### src/rtl/icg_pkg.sv
package icg_pkg;
  // Which half of a bit period the divider is in
  typedef enum logic {PH_HIGH = 1'b0, PH_LOW = 1'b1} half_t;
endpackage

### src/rtl/icg_link_gate.sv
module icg_link_gate (
  input  logic clk,
  input  logic rst_n,
  input  logic master,
  input  logic gate_on_link,
  input  logic sf_sync,
  input  logic teardown,
  output logic link_up,
  output logic run_req
);
  // teardown has priority over superframe sync
  always_ff @(posedge clk or negedge rst_n) begin
    if (!rst_n)        link_up <= 1'b0;
    else if (teardown) link_up <= 1'b0;
    else if (sf_sync)  link_up <= 1'b1;
  end

  assign run_req = master & (~gate_on_link | link_up);
endmodule

### src/rtl/icg_half_timer.sv
module icg_half_timer #(
  parameter int HW = 4
) (
  input  logic            clk,
  input  logic            rst_n,
  input  logic            clr,
  input  logic [HW-1:0]   hlast,
  output logic            half_end,
  output icg_pkg::half_t  phase
);
  import icg_pkg::*;

  logic [HW-1:0] cnt;

  assign half_end = (cnt == hlast);

  always_ff @(posedge clk or negedge rst_n) begin
    if (!rst_n) begin
      cnt   <= '0;
      phase <= PH_HIGH;
    end else if (clr) begin
      cnt   <= '0;
      phase <= PH_HIGH;
    end else if (half_end) begin
      cnt   <= '0;
      phase <= (phase == PH_HIGH) ? PH_LOW : PH_HIGH;
    end else begin
      cnt   <= cnt + 1'b1;
    end
  end
endmodule

### src/rtl/icg_frame_seq.sv
module icg_frame_seq #(
  parameter int BITS_FAST = 320,
  parameter int BITS_SLOW = 256,
  parameter int BW        = 9
) (
  input  logic           clk,
  input  logic           rst_n,
  input  logic           master,
  input  logic           run_req,
  input  logic           speed_sel,
  input  logic           half_end,
  input  icg_pkg::half_t phase,
  output logic           running,
  output logic           spd,
  output logic [BW-1:0]  bit_idx,
  output logic           bit_end,
  output logic           frame_end,
  output logic           timer_clr
);
  import icg_pkg::*;

  function automatic logic [BW-1:0] bits_last(input logic slow);
    return slow ? BW'(BITS_SLOW - 1) : BW'(BITS_FAST - 1);
  endfunction

  assign bit_end   = running & half_end & (phase == PH_LOW);
  assign frame_end = bit_end & (bit_idx == bits_last(spd));
  assign timer_clr = ~running | frame_end | ~master;

  always_ff @(posedge clk or negedge rst_n) begin
    if (!rst_n) begin
      running <= 1'b0;
      spd     <= 1'b0;
      bit_idx <= '0;
    end else if (!master) begin
      running <= 1'b0;
      bit_idx <= '0;
    end else if (!running) begin
      bit_idx <= '0;
      if (run_req) begin
        running <= 1'b1;
        spd     <= speed_sel;
      end
    end else if (frame_end) begin
      bit_idx <= '0;
      running <= run_req;
      if (run_req) spd <= speed_sel;
    end else if (bit_end) begin
      bit_idx <= bit_idx + 1'b1;
    end
  end
endmodule

### src/rtl/icg_top.sv
module icg_top #(
  parameter int HALF_FAST = 8,
  parameter int HALF_SLOW = 10,
  parameter int BITS_FAST = 320,
  parameter int BITS_SLOW = 256
) (
  input  logic clk,
  input  logic rst_n,
  input  logic speed_sel,
  input  logic gate_on_link,
  input  logic sf_sync,
  input  logic teardown,
  input  logic ms_pin,
  input  logic ms_invert,
  output logic dclk,
  output logic fsync,
  output logic master_eff
);
  import icg_pkg::*;

  localparam int HALF_MAX = (HALF_FAST > HALF_SLOW) ? HALF_FAST : HALF_SLOW;
  localparam int BITS_MAX = (BITS_FAST > BITS_SLOW) ? BITS_FAST : BITS_SLOW;
  localparam int HW = $clog2(HALF_MAX + 1);
  localparam int BW = $clog2(BITS_MAX + 1);

  function automatic logic [HW-1:0] half_last(input logic slow);
    return slow ? HW'(HALF_SLOW - 1) : HW'(HALF_FAST - 1);
  endfunction

  // Named internal events, also observed by the checker
  logic          link_up, run_req;
  logic          running_w, spd_w, bit_end_w, frame_end_w, timer_clr_w;
  logic          half_end_w;
  half_t         phase_w;
  logic [BW-1:0] bit_idx_w;

  assign master_eff = ms_pin ^ ms_invert;

  icg_link_gate u_gate (
    .clk(clk), .rst_n(rst_n), .master(master_eff), .gate_on_link(gate_on_link),
    .sf_sync(sf_sync), .teardown(teardown), .link_up(link_up), .run_req(run_req)
  );

  icg_half_timer #(.HW(HW)) u_timer (
    .clk(clk), .rst_n(rst_n), .clr(timer_clr_w), .hlast(half_last(spd_w)),
    .half_end(half_end_w), .phase(phase_w)
  );

  icg_frame_seq #(.BITS_FAST(BITS_FAST), .BITS_SLOW(BITS_SLOW), .BW(BW)) u_seq (
    .clk(clk), .rst_n(rst_n), .master(master_eff), .run_req(run_req),
    .speed_sel(speed_sel), .half_end(half_end_w), .phase(phase_w),
    .running(running_w), .spd(spd_w), .bit_idx(bit_idx_w), .bit_end(bit_end_w),
    .frame_end(frame_end_w), .timer_clr(timer_clr_w)
  );

  assign dclk  = running_w & (phase_w == PH_HIGH);
  assign fsync = running_w & (bit_idx_w == '0);
endmodule

### config.mk
export PLATFORM = sky130hd
export DESIGN_NAME = icg_top
export DESIGN_NICKNAME = d
export VERILOG_FILES = /design/src/rtl/icg_pkg.sv /design/src/rtl/icg_link_gate.sv /design/src/rtl/icg_half_timer.sv /design/src/rtl/icg_frame_seq.sv /design/src/rtl/icg_top.sv
export SDC_FILE = /design/constraint.sdc
export NUM_CORES = 1
export LEC_CHECK = 0
export BUFFER_PORTS_ARGS = -buffer_cell sky130_fd_sc_hd__buf_2
export CAP_MARGIN = 20
export CORE_MARGIN = 10
export CORE_UTILIZATION = 40
export CTS_BUF_LIST = sky130_fd_sc_hd__clkbuf_16
export CTS_CLUSTER_DIAMETER = 120
export DETAILED_ROUTE_END_ITERATION = 10
export PLACE_DENSITY = 0.62
export SYNTH_ARGS = -nofsm -noshare
export SYNTH_HDL_FRONTEND = slang
export SYNTH_SLANG_ARGS = --single-unit
export TNS_END_PERCENT = 1
### constraint.sdc
create_clock -name clk -period 1.9 [get_ports clk]
set_input_delay 0.285 -clock clk [delete_from_list [all_inputs] [get_ports clk]]
set_output_delay 0.285 -clock clk [all_outputs]
set_load 0.02 [all_outputs]
==> flow_summary.yaml <==
global_routing:
  grt_max_degree: 18
  antenna_found_initial: 0
  track_usage_pct: 9.512
  grt_overflow: 0
  grt_pass1_wl_um: 3905
  grt_pass1_vias: 813
pwr:
  clkPwrFrac_pct: 43.8
  p_comb_share_pct: 12.0
  power_density_nw_per_um2: 763.7
  ir_worst_vdd_mv: 0.4360
  p_leak_nw: 0.5157
  internal-power_mw: 0.7078
  swShare_pct: 23.63
  seqPwrFrac_pct: 44.2
  total_power_mw: 0.9268
  p_switching_mw: 0.2190
cells_and_area:
  final_cells: 153
  area_growth_pct: 19.61
  antenna_cells: 0
  drive_gt1_share_pct: 18.70
  fin_nets: 135
min_path:
  hold_path_class: "primary input to flop"
sta:
  fin_crit_ps: 1772
  max_freq_mhz: 564.4
  holdWs_ps: 184.8
  fin_skew_ps: 2.250
  setup_viol: 0
  worst_pin_slew_ps: 446.3
  finalHoldViolCount: 0
  fin_crit_sh_pct: 93.26
  drv_slew: 0
  setup_tns_ps: 0
  max-slew-margin-rel_pct: 69.93
  rsz0062_at_grt: "no"
status:
  status: "complete, no violations"
logic_synthesis:
  synth_fp_nets: 118
  synth_seq_cells: 17
  netlist.area_leader.share_pct: 41.92
  synthSimpleGateAreaFrac_pct: 29.84
  synth_adder_area_share_pct: 3.699
  synth_cells: 107
  netlist_area_um2: 1015
  avgSynthCellArea_um2: 9.483
  synth.area.mux_share_pct: 0.9864
  yosys.area.top_type: "dfrtp_1"
  ys_seq_area_share_pct: 41.92
  synth_compound_area_share_pct: 15.78
  ys_top_cells_by_area: "dfrtp_1 (42%), xor2_1 (4.3%), nor2_1 (4.1%)"
  synth_top_family_by_area: "simple AND/OR/NAND/NOR gates"
  synth_xor_area_share_pct: 4.316
  synth_warnings: 0
  yosysUniqueCellTypes: 35
route:
  routed_wl_um: 2250
  via_per_inst: 5.667
  vias: 867
  ant_nets: 0
  drtIter0Drc: 33
  dr.pass1.iters: 4
  wl_per_cell_um: 14.71
  drc: 0
placement:
  port_buffers: 10
  gp_congestion: 0.7851
  hpwlAfterDp_um: 1703
  dp_cells: 148
critical_path:
  end_kind: "primary output"
  start_kind: "flop"
  slowest_delay_ps: 430
  crit_start: "u_seq.bit_idx[3]$_DFFE_PN0P_"
  rr_worst_depth: 4
  worst-path-max-fanout: 6
  cp_slowest_cell: "dfrtp_1"
  r2r-end: "u_seq.spd$_DFFE_PN0P_"
  reg2reg_slack_ps: 190
  crit_chain: "nor4_2, nand3b_1, nor4b_2, buf_2"
  required_ps: 1620
  endpoint: "fsync"
  crit_type: "flop to primary output"
  worstReg2RegStart: "u_seq.spd$_DFFE_PN0P_"
  arrival_ps: 1490
clocking:
  cts_tree: "yes"
  clkLatencyLatePin_ps: 240
  clk_pin_slew_ps: 50
  cts_buffers: 3
  htree_levels: 1
  post-cts-setup-buffers: 0
  clock_sinks: 17
  cts-root-buf: "clkbuf_16"
  clockBufferDepth: 2
die:
  fp.dieW_um: 70.37
  core-area_um2: 2455
  row_count: 18
  dieArea_um2: 4951
  start_util_pct: 41.34
  chipHeight_um: 70.37
  io_pins: 11
run:
  max-cap-violations: 0
cell usage after synthesis:
master and n:
a21oi_1 4, a22oi_1 1, a31oi_1 3, and2_0 1
and2_1 3, and3_1 4, and4b_1 1, and4bb_2 1
and4bb_4 1, buf_2 1, buf_6 1, clkbuf_1 1
dfrtp_1 17, ha_1 3, inv_1 4, mux2i_1 1
nand2_1 10, nand3_1 2, nand3b_1 3, nand4_1 1
nand4b_1 1, nor2_1 11, nor2b_1 3, nor4_1 1
nor4b_1 2, nor4bb_1 1, o2111ai_1 1, o2111ai_4 1
o211ai_1 4, o21ai_0 7, o21ai_1 1, o21ai_2 1
or3_1 4, or4b_1 1, xor2_1 5
state kept, by name (all words and copies together), names as in the netlist:
register and count:
u_timer.cnt 4, u_seq.running 1, u_timer.phase 1, u_seq.bit_idx 9
u_seq.spd 1, u_gate.link_up 1
metrics by stage:
| stage | cell area, um^2 | util [%] | setup WS [ps] |
|---|---|---|---|
| after floorplan | 1015 | - | 86.07 |
| after global placement | 1112 | 45.31 | 247.6 |
| after detailed placement | 1112 | 45.31 | 211.3 |
| after CTS | 1201 | 48.93 | 74.32 |
| after global routing | 1214 | 49.44 | 55.13 |
| final | 1214 | 49.44 | 128.1 |
cells in the final DEF (no fill, tap or decap), types with 4 or more instances in the layout:
cell,count
buf_2,10
and3_1,4
buf_4,4
nand2_1,10
xor2_1,5
nor2_1,11
or3_1,4
dfrtp_1,17
o211ai_1,4
o21ai_0,7
a21oi_1,4
inv_1,5
worst max-delay path, delay by kind of cell, from the launching register on:
family / cells / cell delay (ps)
buffers and inverters: 1 / 200
flip-flops: 1 / 430
AND/OR/NAND/NOR: 3 / 620
cell type report:
class,count,area [um^2]
inverters,4,15.01
clock buffers,3,75.07
clock inverters,1,3.754
fillers,237,1241
flip-flops and latches,17,425.4
well taps,30,37.54
repair buffers,15,90.09
multi-input cells,83,566.8
timing repair:
action	CTS	global route
hold buffers	1	0
endpoints found under the setup margin	0	1
hold endpoints to repair	17	0
resized for setup	0	2
metal layers:
metal | GRT usage, % | vias to the layer above | part of all wire [%]
li1 | - | 422 | -
met1 | 11.73 | 431 | 45
met2 | 14.57 | 10 | 49
met3 | 2.260 | 4 | 3.4
met4 | 5.482 | 0 | 1.9
met5 | 0 | - | 0
logic make-up after synthesis:
family / after synthesis
XOR/XNOR: 5
multiplexers: 1
flip-flops: 17
adder cells (fa/ha/maj): 3
buffers and inverters: 7
AO/OA/AOI/OAI: 23
AND/OR/NAND/NOR: 51
power groups by stage:
stage                     logic [mW]  clock network, mW  registers [mW]
after detailed placement       0.110                  0           0.415
final                          0.112              0.406           0.410
after global placement         0.109                  0           0.413
after CTS                      0.112              0.418           0.409
after global routing           0.124              0.437           0.413
after floorplan               0.0888                  0           0.397
worst min path at each step:
| stage | from | slack, ps | to | depth (start not counted) |
|---|---|---|---|---|
| 5_1_grt | teardown | 200 | u_gate.link_up$_DFFE_PN0P_ | 2 |
| 3_3_place_gp | rst_n | 230 | u_seq.running$_DFF_PN0_ | 1 |
| 3_5_place_dp | rst_n | 240 | u_seq.bit_idx[6]$_DFFE_PN0P_ | 1 |
| 4_1_cts | teardown | 180 | u_gate.link_up$_DFFE_PN0P_ | 2 |
| 6_report | teardown | 180 | u_gate.link_up$_DFFE_PN0P_ | 2 |
| 2_1_floorplan | rst_n | -10 | u_gate.link_up$_DFFE_PN0P_ | 0 |
(Power assumes the default switching activity.)
